[config.mk]
export PLATFORM = sky130hd
export DESIGN_NAME = acc_ctl_top
export DESIGN_NICKNAME = d
export VERILOG_FILES = /design/src/rtl/acc_ctl_pkg.sv /design/src/rtl/acc_path.sv /design/src/rtl/acc_issue_arb.sv /design/src/rtl/acc_ctl_top.sv
export SDC_FILE = /design/constraint.sdc
export NUM_CORES = 1
export LEC_CHECK = 0
export ABC_AREA = 1
export BUFFER_PORTS_ARGS = -buffer_cell sky130_fd_sc_hd__buf_2
export CAP_MARGIN = 5
export CORE_MARGIN = 2
export CORE_UTILIZATION = 40
export CTS_CLUSTER_DIAMETER = 100
export CTS_CLUSTER_SIZE = 10
export DETAILED_ROUTE_END_ITERATION = 7
export PLACE_DENSITY_LB_ADDON = 0.12
export SLEW_MARGIN = 5
export SYNTH_ARGS = -nofsm -noshare
export SYNTH_HDL_FRONTEND = slang
export SYNTH_HIERARCHICAL = 1
export SYNTH_SLANG_ARGS = --single-unit
[constraint.sdc]
create_clock -name clk -period 3.9 [get_ports clk]
set_input_delay 0.195 -clock clk [delete_from_list [all_inputs] [get_ports clk]]
set_output_delay 0.195 -clock clk [all_outputs]
set_load 0.01 [all_outputs]
[src/rtl/acc_ctl_pkg.sv]
package acc_ctl_pkg;

    typedef enum logic {
        SRC_WR = 1'b0,
        SRC_RD = 1'b1
    } src_e;

    // Position inside a ring of 'depth' slots, 'off' places after 'base'.
    function automatic int unsigned ring_add(int unsigned base, int unsigned off,
                                             int unsigned depth);
        return (base + off) % depth;
    endfunction

    // Clamp an acceptance parameter to the supported range 1..2.
    function automatic int clamp_accept(int value);
        return (value <= 1) ? 1 : 2;
    endfunction

endpackage

[src/rtl/acc_path.sv]
module acc_path
    import acc_ctl_pkg::*;
#(
    parameter int DEPTH = 2,
    parameter int ENT_W = 40
) (
    input  logic             clk,
    input  logic             rst,
    input  logic             in_valid,
    output logic             in_ready,
    input  logic [ENT_W-1:0] in_data,
    input  logic             rsp_hs,
    output logic             pend_valid,
    output logic [ENT_W-1:0] pend_data,
    input  logic             grant,
    input  logic             fin
);

    localparam int CW = $clog2(DEPTH + 1);
    localparam int IW = (DEPTH > 1) ? $clog2(DEPTH) : 1;

    logic [ENT_W-1:0] slots [DEPTH];
    logic [IW-1:0]    head;
    logic [CW-1:0]    occ;      // entries held
    logic [CW-1:0]    issued;   // entries sent downstream (from head)
    logic [CW-1:0]    dn_fin;   // entries whose downstream transfer finished
    logic [CW-1:0]    rsp_seen; // responses counted against held entries

    logic          push, pop, issue, rsp_ok;
    logic [IW-1:0] wr_idx, iss_idx;

    assign in_ready   = (occ < CW'(DEPTH));
    assign push       = in_valid && in_ready;
    assign pend_valid = (issued < occ);
    assign issue      = grant && pend_valid;
    assign rsp_ok     = rsp_hs && (rsp_seen < occ);
    assign pop        = (dn_fin != '0) && (rsp_seen != '0);

    assign wr_idx    = IW'(ring_add(32'(head), 32'(occ), DEPTH));
    assign iss_idx   = IW'(ring_add(32'(head), 32'(issued), DEPTH));
    assign pend_data = slots[iss_idx];

    always_ff @(posedge clk) begin
        if (push) begin
            slots[wr_idx] <= in_data;
        end
    end

    always_ff @(posedge clk) begin
        if (rst) begin
            head     <= '0;
            occ      <= '0;
            issued   <= '0;
            dn_fin   <= '0;
            rsp_seen <= '0;
        end else begin
            occ      <= occ + CW'(push) - CW'(pop);
            issued   <= issued + CW'(issue) - CW'(pop);
            dn_fin   <= dn_fin + CW'(fin) - CW'(pop);
            rsp_seen <= rsp_seen + CW'(rsp_ok) - CW'(pop);
            if (pop) begin
                head <= IW'(ring_add(32'(head), 1, DEPTH));
            end
        end
    end

    // ready can only drop because an entry was just taken in
    p_ready_fall_r2: assert property (@(posedge clk) disable iff (rst)
        $fell(in_ready) |-> $past(push));

    // ready can only come back because the oldest entry was released
    p_ready_rise_r4: assert property (@(posedge clk) disable iff (rst)
        $rose(in_ready) |-> $past(pop));

    // no downstream completion is counted for an entry never issued
    p_done_le_issue_r6: assert property (@(posedge clk) disable iff (rst)
        dn_fin <= issued);

    // responses are never counted beyond the entries held
    p_rsp_le_occ_r10: assert property (@(posedge clk) disable iff (rst)
        rsp_seen <= occ);

    // a waiting entry that is not granted stays offered and unchanged
    p_pend_hold_r8: assert property (@(posedge clk) disable iff (rst)
        (pend_valid && !grant) |=> (pend_valid && $stable(pend_data)));

endmodule

[src/rtl/acc_issue_arb.sv]
module acc_issue_arb
    import acc_ctl_pkg::*;
#(
    parameter int ENT_W = 40
) (
    input  logic             clk,
    input  logic             rst,
    input  logic             wr_pend,
    input  logic [ENT_W-1:0] wr_data,
    input  logic             rd_pend,
    input  logic [ENT_W-1:0] rd_data,
    input  logic             dn_done,
    output logic             wr_grant,
    output logic             rd_grant,
    output logic             wr_fin,
    output logic             rd_fin,
    output logic             dn_req,
    output logic             dn_rnw,
    output logic [ENT_W-1:0] dn_ent
);

    logic busy;
    src_e owner, last_win;

    always_comb begin
        wr_grant = 1'b0;
        rd_grant = 1'b0;
        if (!busy) begin
            if (wr_pend && (!rd_pend || last_win == SRC_RD)) begin
                wr_grant = 1'b1;
            end else if (rd_pend) begin
                rd_grant = 1'b1;
            end
        end
    end

    always_ff @(posedge clk) begin
        if (rst) begin
            busy     <= 1'b0;
            owner    <= SRC_WR;
            last_win <= SRC_RD;
            dn_ent   <= '0;
        end else if (busy) begin
            if (dn_done) begin
                busy <= 1'b0;
            end
        end else if (wr_grant) begin
            busy     <= 1'b1;
            owner    <= SRC_WR;
            last_win <= SRC_WR;
            dn_ent   <= wr_data;
        end else if (rd_grant) begin
            busy     <= 1'b1;
            owner    <= SRC_RD;
            last_win <= SRC_RD;
            dn_ent   <= rd_data;
        end
    end

    assign dn_req = busy;
    assign dn_rnw = (owner == SRC_RD);
    assign wr_fin = busy && dn_done && (owner == SRC_WR);
    assign rd_fin = busy && dn_done && (owner == SRC_RD);

    // an active downstream request holds until its done pulse
    p_req_hold_r5: assert property (@(posedge clk) disable iff (rst)
        (dn_req && !dn_done) |=> (dn_req && $stable(dn_ent) && $stable(dn_rnw)));

    // a done pulse ends the request, leaving one idle cycle
    p_gap_after_done_r6: assert property (@(posedge clk) disable iff (rst)
        (dn_req && dn_done) |=> !dn_req);

endmodule

[src/rtl/acc_ctl_top.sv]
module acc_ctl_top
    import acc_ctl_pkg::*;
#(
    parameter int WR_ACCEPT = 2,
    parameter int RD_ACCEPT = 2,
    parameter int ADDR_W    = 32,
    parameter int CTRL_W    = 8
) (
    input  logic              clk,
    input  logic              rst,
    input  logic              aw_valid,
    output logic              aw_ready,
    input  logic [ADDR_W-1:0] aw_addr,
    input  logic [CTRL_W-1:0] aw_ctrl,
    input  logic              ar_valid,
    output logic              ar_ready,
    input  logic [ADDR_W-1:0] ar_addr,
    input  logic [CTRL_W-1:0] ar_ctrl,
    input  logic              b_valid,
    input  logic              b_ready,
    input  logic              r_valid,
    input  logic              r_ready,
    input  logic              r_last,
    output logic              dn_req,
    output logic              dn_rnw,
    output logic [ADDR_W-1:0] dn_addr,
    output logic [CTRL_W-1:0] dn_ctrl,
    input  logic              dn_done
);

    localparam int ENT_W    = ADDR_W + CTRL_W;
    localparam int WR_DEPTH = clamp_accept(WR_ACCEPT);
    localparam int RD_DEPTH = clamp_accept(RD_ACCEPT);

    logic             wr_pend, rd_pend, wr_grant, rd_grant, wr_fin, rd_fin;
    logic [ENT_W-1:0] wr_pdata, rd_pdata, dn_ent;
    logic             b_hs, r_end_hs;

    assign b_hs     = b_valid && b_ready;
    assign r_end_hs = r_valid && r_ready && r_last;

    acc_path #(.DEPTH(WR_DEPTH), .ENT_W(ENT_W)) u_wr_path (
        .clk        (clk),
        .rst        (rst),
        .in_valid   (aw_valid),
        .in_ready   (aw_ready),
        .in_data    ({aw_addr, aw_ctrl}),
        .rsp_hs     (b_hs),
        .pend_valid (wr_pend),
        .pend_data  (wr_pdata),
        .grant      (wr_grant),
        .fin        (wr_fin)
    );

    acc_path #(.DEPTH(RD_DEPTH), .ENT_W(ENT_W)) u_rd_path (
        .clk        (clk),
        .rst        (rst),
        .in_valid   (ar_valid),
        .in_ready   (ar_ready),
        .in_data    ({ar_addr, ar_ctrl}),
        .rsp_hs     (r_end_hs),
        .pend_valid (rd_pend),
        .pend_data  (rd_pdata),
        .grant      (rd_grant),
        .fin        (rd_fin)
    );

    acc_issue_arb #(.ENT_W(ENT_W)) u_arb (
        .clk      (clk),
        .rst      (rst),
        .wr_pend  (wr_pend),
        .wr_data  (wr_pdata),
        .rd_pend  (rd_pend),
        .rd_data  (rd_pdata),
        .dn_done  (dn_done),
        .wr_grant (wr_grant),
        .rd_grant (rd_grant),
        .wr_fin   (wr_fin),
        .rd_fin   (rd_fin),
        .dn_req   (dn_req),
        .dn_rnw   (dn_rnw),
        .dn_ent   (dn_ent)
    );

    assign {dn_addr, dn_ctrl} = dn_ent;

    // at most one direction is granted in any cycle
    p_one_grant_r8: assert property (@(posedge clk) disable iff (rst)
        !(wr_grant && rd_grant));

endmodule

# Word-level counts from Yosys, hierarchy flattened
# Memories as Yosys holds them, arrays and structs flattened.
# Index checks and enable logic that the tools add are counted.
[word_totals]
regBits = 61
ram_bits = 160
input_bits = 90
out_inout_bits = 44
elab_cells = 86
memories = 2
[op_classes]
n_addsub = 22
order_cmp = 6
muxes = 17
bitwise_logic = 2
reduce_logical = 23
[mem_list]
columns = ["name", "depth", "word_bits", "read_ports", "rd_ports_with_merged_regs", "wr", "line_no", "rtl"]
rows = [
  ["u_rd_path.slots", 2, 40, 1, 0, 1, "acc_path.sv:22", "logic [ENT_W-1:0] slots [DEPTH];"],
  ["u_wr_path.slots", 2, 40, 1, 0, 1, "acc_path.sv:22", ""],
]
[op_table]
columns = ["op", "count"]
rows = [
  ["$mux W40", 2],
  ["$add A2 B1 Y2", 8],
  ["$sub A2 B1 Y2", 8],
  ["$logic_and A1 B1 Y1", 15],
  ["$mux W1", 15],
  ["$reduce_bool A2 Y1", 5],
  ["$lt A2 B2 Y1", 4],
  ["$add A1 B1 Y1", 4],
  ["$lt A2 B2 Y1 const B", 2],
  ["$add A1 B1 Y1 const B", 2],
  ["$not A1 Y1", 2],
  ["$reduce_and A2 Y1", 1],
  ["$logic_not A1 Y1", 1],
  ["$logic_or A1 B1 Y1", 1],
]

# Logic depth before layout (Yosys ltp)
# Gate-level depths: netlist (run 1).
[logic_depth]
word_depth = 9
depth_mapped = 17
mapped_depth_nobuf = 16

# Hierarchy
# Netlist (run 1), hierarchy kept.
[modules_own_cells]
columns = ["mod", "instances", "cells_per_inst", "area_per_inst_um2", "seq_area_each_um2"]
rows = [
  ["acc_path", 2, 299, 3558.4, 2582.5],
  ["acc_issue_arb", 1, 381, 2383.5, 860.8],
  ["acc_ctl_top", 1, 5, 21.3, 0.0],
]

# Worst setup path after synthesis (run 1)
# Ideal clock, no wire load.
[synth_path]
path_kind = "reg-to-reg"
from = "reg u_rd_path.head"
to = "mem u_rd_path.slots[0][0], enable pin"
t_arrival_ns = 2.383
slack_ns = 1.075
stages_incl_launch_ff = 3
cell_sequence = "dfxtp_1 -> xnor2_1 -> nor2b_1"
[synth_between]
elab_chain_len = 1
[synth_rtl]
columns = ["item", "line_no", "rtl"]
rows = [
  ["from (decl)", "acc_path.sv:23", "logic [IW-1:0] head;"],
  ["from (signal assigned)", "acc_path.sv:62", "head <= IW'(ring_add(32'(head), 1, DEPTH));"],
  ["$add A1 B1 Y1", "acc_ctl_pkg.sv:11", "return (base + off) % depth;"],
  ["to (decl)", "acc_path.sv:22", ""],
]
# No other way between the ends.

# Final worst setup path (run 1)
[layout_path]
from = "reg u_wr_path.occ[1]"
to = "reg u_rd_path.issued[1]"
[layout_between]
elab_chain_len = 7
[layout_rtl]
columns = ["item", "line_no", "rtl"]
rows = [
  ["from (decl)", "acc_path.sv:24", "logic [CW-1:0] occ;"],
  ["from (signal assigned)", "acc_path.sv:57", "occ <= occ + CW'(push) - CW'(pop);"],
  ["$lt A2 B2 Y1", "acc_path.sv:34", "assign pend_valid = (issued < occ);"],
  ["named net wr_pend", "acc_ctl_top.sv:35", "logic wr_pend, rd_pend, wr_grant, rd_grant, wr_fin, rd_fin;"],
  ["$logic_and A1 B1 Y1", "acc_issue_arb.sv:29", "if (wr_pend && (!rd_pend || last_win == SRC_RD)) begin"],
  ["$mux W1", "acc_issue_arb.sv:29", ""],
  ["$mux W1", "acc_issue_arb.sv:28", "if (!busy) begin"],
  ["named net rd_grant", "acc_ctl_top.sv:35", ""],
  ["$logic_and A1 B1 Y1", "acc_path.sv:35", "assign issue = grant && pend_valid;"],
  ["$add A2 B1 Y2", "acc_path.sv:58", "issued <= issued + CW'(issue) - CW'(pop);"],
  ["$sub A2 B1 Y2", "acc_path.sv:58", ""],
  ["to (signal assigned)", "acc_path.sv:58", ""],
  ["to (decl)", "acc_path.sv:25", "logic [CW-1:0] issued;"],
]
# The timed path passes the listed nets, and every way through them passes these cells.
# A chain may end at the register's enable or synchronous reset.

==> metrics, run 1 <==
Nets=1296; initial antenna violation count=0; Yosys reg bits=221; Max Cap Violations=0; Combinational Power Share=26.9%; Crit Reg-Reg Endpoint=u_rd_path/issued[1]; Synth cell types=26; count of final setup violators=0; Pins Over Slew Limit=0; I/O Buffers=133; Post-Syn Instances=984; slowest CP cell=buf_4; hold path endpoint=u_arb/dn_req; CTS max path bufs=3; pre-CTS setup slack=1.380 ns; pin count of the biggest net entering global routing=54; WP data required=4.31 ns; Max Fclk=393.2 MHz; Die Wd=158.3 µm; Min-Delay Path Class=input port to flip-flop; initial core utilization=40.69%; VDD IR max=0.3975 mV; worst hold path depth=4; number of gates resized after CTS=0; max_slew headroom=27.54%; hold_sp=dn_done; wire length per cell=14.66 µm; Worst Path Max Fanout=41; proportion of layout cells with a drive suffix above 1=15.52%; 1st-iter DRT viols=323; Worst Max-Slew Pin Slew=1.087 ns; gr usage total=18.24%; critical path launch point type=flip-flop; H-tree levels=1; Pint=0.004832 W; Clk Latency, worst-skew pair=0.53 ns; sw frac=32.80%; post-route clock period utilization=65.20%; fin worst setup slack=1.357 ns; unrepaired setup endpoints after global routing=false; hpwl dp=14650 µm; Final Util=51.50%; vias in the first global route=6821; worst reg-to-reg path cell count=14; reg2reg start=u_wr_path/occ[1]; GPL Wtd Cong=0.8131; CTS tree=built; Worst R2R Setup Slack=1.36 ns; CTS clk-pin slew, worst paths=0.06 ns; area added between synthesis and finish=26.58%; synthesized area=0.009522 mm²; delay of the slowest critical-path stage=0.40 ns; sequential share of the synthesized area=63.29%; total gr overflow=0; crit path time final=2.543 ns; clk sinks=221; # IOs=134; Avg Cell Area, Syn=9.676 µm²; Clock Tree Root=clkbuf_16; Via-to-Cell Ratio=4.613; status=finished, final reports clean; sequential fraction of design power=43.2%; Final Hold Fails=0; via count=7030; final wirelength=22350 µm; cell row count=56; CP Class=flip-flop to flip-flop; hold slack=0.04356 ns; CP arrival=2.95 ns; Die H=158.3 µm; Core ar.=0.02340 mm²; ant diodes=0; Pre-antenna DRT Iters=4; CTS buffer count=26; leakage power=5.477 nW; clock power share=30.0%; die area=0.02505 mm²; global-route wire length before repair=35170 µm; P_sw=0.002359 W; ANT nets after route=0; Residual DRC=0; CP Capture Type=flip-flop; Worst Clk Skew=0.02105 ns; Cell Chain, Critical Path=inv_1 -> ha_1 -> a21oi_4 -> buf_4 -> nand2_1 -> nand2_1 -> inv_1 -> nand3b_1 -> ha_1 -> inv_1 -> ha_1 -> nand2_1 -> a21oi_1 -> nor2_1; synthesized net count=1094; Final TNS setup=0 ns; Power Density=596.6 mW/mm²; synth warn=6
-- placed cells by master (no fill, tap or decap), drive strengths merged --
master	synthesis	layout
nor2	35	35
a21oi	53	53
nor2b	2	2
buf	26	145
o21bai	1	1
edfxtp	160	160
nand3b	2	2
or2	2	2
clkinv	0	1
dlygate4sd3	0	80
dfxtp	61	61
nand4	40	40
nand2	245	245
xnor2	4	4
o21ai	81	81
nand3	51	51
inv	176	177
ha	20	20
clkbuf	25	45
-- power by group through the flow --
stage / combinational (W) / sequential (W) / clock [W]
floorplan: 0.00119 / 0.00319 / 0
global placement: 0.00188 / 0.00315 / 0
detailed placement: 0.00190 / 0.00315 / 0
CTS: 0.00197 / 0.00311 / 0.00221
global route: 0.00222 / 0.00314 / 0.00231
finish: 0.00193 / 0.00310 / 0.00216
-- metal layers --
metal / routed length, µm / GRT usage, % / vias to the layer above / share of wire, %
li1: - / - / 3615 / -
met1: 9449 / 22.34 / 3232 / 42
met2: 11430 / 33.08 / 142 / 51
met3: 847 / 2.940 / 41 / 3.8
met4: 619 / 5.448 / 0 / 2.8
met5: 0 / 0 / - / 0
-- cells in the mapped netlist --
cell type	count	area share [%]
nand4_1	40	2.6
nor2_2	2	0.13
buf_2	19	1.0
buf_4	6	0.47
xnor2_1	2	0.18
clkbuf_2	8	0.42
ha_1	20	2.6
or2_2	2	0.13
o21ai_0	67	3.5
nor2_1	33	1.3
nand2_1	244	9.6
nand3_2	1	0.11
nand2_2	1	0.066
o21bai_1	1	0.079
o21ai_1	14	0.74
inv_1	175	6.9
nand3_1	50	2.6
nor2b_1	2	0.13
edfxtp_1	160	50
a21oi_1	53	2.8
buf_1	1	0.039
clkbuf_1	17	0.67
nand3b_1	2	0.16
xnor2_2	2	0.34
inv_2	1	0.039
dfxtp_1	61	13
-- cell type report --
class                           count  area (µm²)
Sequential cell                   221        6026
Fill cell                        2252       11350
Tap cell                          319       399.1
Clock buffer                       45       721.9
Inverter                          176       660.6
Timing Repair Buffer              225        1556
Multi-Input combinational cell    536        2664
Clock inverter                      2       25.02
-- worst max-delay path by stage --
stage,from,endpoint,slack (ns),cells after the start
final,u_wr_path/occ[1],u_rd_path/issued[1],1.36,14
after CTS,u_wr_path/occ[1],u_rd_path/issued[1],1.36,14
after floorplan,u_rd_path/head,u_rd_path/slots[0][0],1.08,2
after detailed placement,u_wr_path/occ[1],u_rd_path/issued[1],1.38,14
after global routing,u_wr_path/occ[1],u_wr_path/issued[1],1.09,13
after global placement,u_wr_path/occ[1],u_wr_path/issued[1],1.44,13
-- critical path: cells and delay by family, from the launching register on --
family                   cells  cell delay, ns
AND/OR/NAND/NOR              5            0.40
flip-flops                   1            0.34
AO/OA/AOI/OAI                2            0.35
adder cells (fa/ha/maj)      3            0.72
buffers and inverters        4            0.61
-- cells by family after synthesis --
kind of cell | after synthesis | synth area share [%]
AO/OA/AOI/OAI | 135 | 7.122
XOR/XNOR | 4 | 0.5256
adder cells (fa/ha/maj) | 20 | 2.628
buffers and inverters | 227 | 9.540
flip-flops | 221 | 63.29
AND/OR/NAND/NOR | 377 | 16.90
-- sequential cells by signal (all words and copies together), names as in the netlist --
signal	cells
u_arb/last_win	1
u_rd_path/issued	2
u_wr_path/rsp_seen	2
u_rd_path/slots	80
u_wr_path/occ	2
u_rd_path/occ	2
u_arb/dn_req	1
u_arb/dn_rnw	1
u_rd_path/head	1
u_wr_path/issued	2
u_wr_path/slots	80
u_wr_path/dn_fin	2
u_arb/dn_ent	40
u_rd_path/rsp_seen	2
u_rd_path/dn_fin	2
u_wr_path/head	1
-- what timing repair did --
action                                 4_1_cts  5_1_grt
endpoints found under the hold margin      160        0
hold buffers                                80        0
setup buffers                                0        0
-- stage by stage --
step / total power [W] / instances / cell area (µm²)
final: 0.007191 / 1524 / 12050
after global routing: 0.007669 / 1524 / 12050
after CTS: 0.007285 / 1524 / 12050
after detailed placement: 0.005051 / 1397 / 10510
after global placement: 0.005036 / 1397 / 10510
after floorplan: 0.004379 / 984 / 9522
Power figures use the tool's default switching activity.
==> run 2: changes to the inputs <==
clock period = 2.5 ns   (was 3.9 ns; I/O delays follow)
==> run 2 against run 1 <==
  * Critical path depth grew 1
  * Global-route usage shrank 0.58 points
  * Design area grew 1.2%
  * Non-clock buffer count grew 5
  * Clock skew grew 0.0014 ns
  * Via count shrank 0.60%
  * Die area is the same
  * Setup slack lost 1.2 ns
  * Sequential share of layout area shrank 0.61 points
  * Largest power group unchanged
==> metrics, run 2 (same netlist as run 1, synthesis figures left out) <==
commonest non-fill, non-tap cell in the layout=nand2_1 (unchanged); Clk Latency, worst-skew pair=0.53 ns (about the same); final wirelength=22310 µm (was 22350 µm); ant diodes=0 (unchanged); Power Density=927.1 mW/mm² (was 596.6 mW/mm²); Die Wd=158.3 µm (unchanged); Worst Max-Slew Pin Slew=1.125 ns (was 1.087 ns); routed wl met2=11760 µm (was 11430 µm); cell mode on critical path=inv_1; CTS max path bufs=3 (unchanged); die area=0.02505 mm² (unchanged); worst hold path depth=2 (was 4); Cell Chain, Critical Path=inv_1 -> ha_1 -> a21oi_1 -> inv_1 -> nor2_4 -> nand2_1 -> inv_1 -> nand3b_1 -> ha_1 -> inv_1 -> ha_1 -> inv_1 -> nand2_1 -> a21oi_1 -> nor2_1 (was inv_1 -> ha_1 -> a21oi_4 -> buf_4 -> nand2_1 -> nand2_1 -> inv_1 -> nand3b_1 -> ha_1 -> inv_1 -> ha_1 -> nand2_1 -> a21oi_1 -> nor2_1); Die H=158.3 µm (unchanged); initial antenna violation count=0 (unchanged); VDD IR max=0.5483 mV (was 0.3975 mV); area added between synthesis and finish=28.13% (was 26.58%); pin count of the biggest net entering global routing=83 (was 54); post-route clock period utilization=92.45% (was 65.20%); clk sinks=221 (unchanged); Worst R2R Setup Slack=0.19 ns (was 1.36 ns); crit path time final=2.311 ns (was 2.543 ns); count of final setup violators=0 (unchanged); vias in the first global route=6607 (was 6821); initial core utilization=40.69% (unchanged); hold path endpoint=u_wr_path/dn_fin[0] (was u_arb/dn_req); Final TNS setup=0 ns (unchanged); GPL Wtd Cong=0.7584 (was 0.8131); CP delay by family, top=adder cells (unchanged); top flop regs=u_rd_path/slots (80), u_wr_path/slots (80), u_arb/dn_ent (40) (unchanged); Clock Tree Root=clkbuf_16 (unchanged); global-route wire length before repair=33800 µm (was 35170 µm); 1st-iter DRT viols=358 (was 323); Inst Count DP=1401 (was 1397); CP Class=flip-flop to flip-flop (unchanged); slowest CP cell=dfxtp_1 (was buf_4); I/O Buffers=133 (unchanged); commonest cells after routing, fill and taps aside=nand2_1, inv_1, edfxtp_1, buf_2, dlygate4sd3_1 (unchanged); worst reg-to-reg path cell count=15 (was 14); design area=0.01220 mm² (was 0.01205 mm²); Nets=1302 (was 1296); hold slack=0.03311 ns (was 0.04356 ns); total gr overflow=0 (unchanged); delay of the slowest critical-path stage=0.35 ns (was 0.40 ns); leakage power=5.532 nW (was 5.477 nW); Max Cap Violations=0 (unchanged); final std cells w/o fill=1531 (was 1524); Core ar.=0.02340 mm² (unchanged); Crit Reg-Reg Endpoint=u_rd_path/issued[1] (unchanged); Final Util=52.13% (was 51.50%); Min-Delay Path Class=input port to flip-flop (unchanged); Via-to-Cell Ratio=4.564 (was 4.613); DR top layer=met4 (unchanged); hpwl dp=14220 µm (was 14650 µm); Max Fclk=432.7 MHz (was 393.2 MHz); number of gates resized after CTS=0 (unchanged); Residual DRC=0 (unchanged); CP Capture Type=flip-flop (unchanged); Setup Buffers After CTS=0 (unchanged); WL met1=9351 µm (was 9449 µm); gr usage total=17.66% (was 18.24%); CTS tree=built (unchanged); Worst Path Max Fanout=4 (was 41); # IOs=134 (unchanged); proportion of layout cells with a drive suffix above 1=15.84% (was 15.52%); CTS clk-pin slew, worst paths=0.06 ns (about the same); Pins Over Slew Limit=0 (unchanged); CP arrival=2.73 ns (was 2.95 ns); status=finished, final reports clean (unchanged); reg2reg start=u_rd_path/occ[1] (was u_wr_path/occ[1]); CTS buffer count=26 (unchanged); CP Buf/Inv Count=5 (was 4); metal3 WL=821 µm (was 847 µm); max_slew headroom=25.00% (was 27.54%); cell row count=56 (unchanged); WP data required=2.91 ns (was 4.31 ns); Final Hold Fails=0 (unchanged); critical path launch point type=flip-flop (unchanged); wire length per cell=14.57 µm (was 14.66 µm); Fillers=2248 (was 2252); ANT nets after route=0 (unchanged); H-tree levels=1 (unchanged); hold_sp=rst (was dn_done); via count=6988 (was 7030); Worst Clk Skew=0.02244 ns (was 0.02105 ns); Pre-antenna DRT Iters=5 (was 4); unrepaired setup endpoints after global routing=false (unchanged); placed instance area=0.01062 mm² (was 0.01051 mm²)
[run 2: cell types whose count changed in the layout (fill, tap and decap cells not counted), sizes merged]
cell	change
clkbuf	+1
dlygate4sd3	+1
xnor2	+1
buf	+4
[run 2: worst max path at each step]
| stage | to | slack, ns | depth (start not counted) | start |
|---|---|---|---|---|
| after floorplan | u_wr_path/issued[1] | 0.13 | 16 | u_wr_path/occ[1] |
| after CTS | u_arb/dn_ent[8] | 0.20 | 8 | u_wr_path/head |
| final | u_rd_path/issued[1] | 0.19 | 15 | u_rd_path/occ[1] |
| after global routing | u_arb/dn_ent[5] | 0.008 | 10 | u_rd_path/occ[1] |
| after global placement | u_arb/dn_ent[37] | 0.24 | 7 | u_wr_path/head |
| after detailed placement | u_rd_path/issued[1] | 0.22 | 15 | u_rd_path/occ[1] |
[run 2: routing by layer]
layer	track usage, %	vias up
met5	0	-
met2	33.77	128
met3	2.858	24
li1	-	3637
met1	20.84	3199
met4	3.561	0
[run 2: timing repair]
| action | in CTS | in global routing |
|---|---|---|
| hold buffers | 81 | 0 |
| endpoints found under the setup margin | 0 | 3 |
| hold endpoints to repair | 161 | 0 |
[run 2: power by group]
part | total (W) | switching, W | internal, W
clock network | 0.00336 | 0.00141 | 0.00195
logic | 0.00308 | 0.00197 | 0.00111
registers | 0.00487 | 0.000314 | 0.00455
total | 0.0113 | 0.00369 | 0.00762
[run 2: final cells by class]
type	instances	area (µm²)	area share [%]
sequential	221	6026	49.39
multi-input combinational	537	2680	21.97
timing repair buffer	230	1684	13.80
clock buffer	46	725.7	5.948
inverter	176	660.6	5.415
tap	319	399.1	3.271
clock inverter	2	25.02	0.2051
[run 2: stage by stage]
stage	total power, W	worst slack [ns]
final	0.01131	0.1889
after global routing	0.01207	0.007812
after global placement	0.007910	0.2424
after floorplan	0.006827	0.1301
after CTS	0.01146	0.2010
after detailed placement	0.007958	0.2154
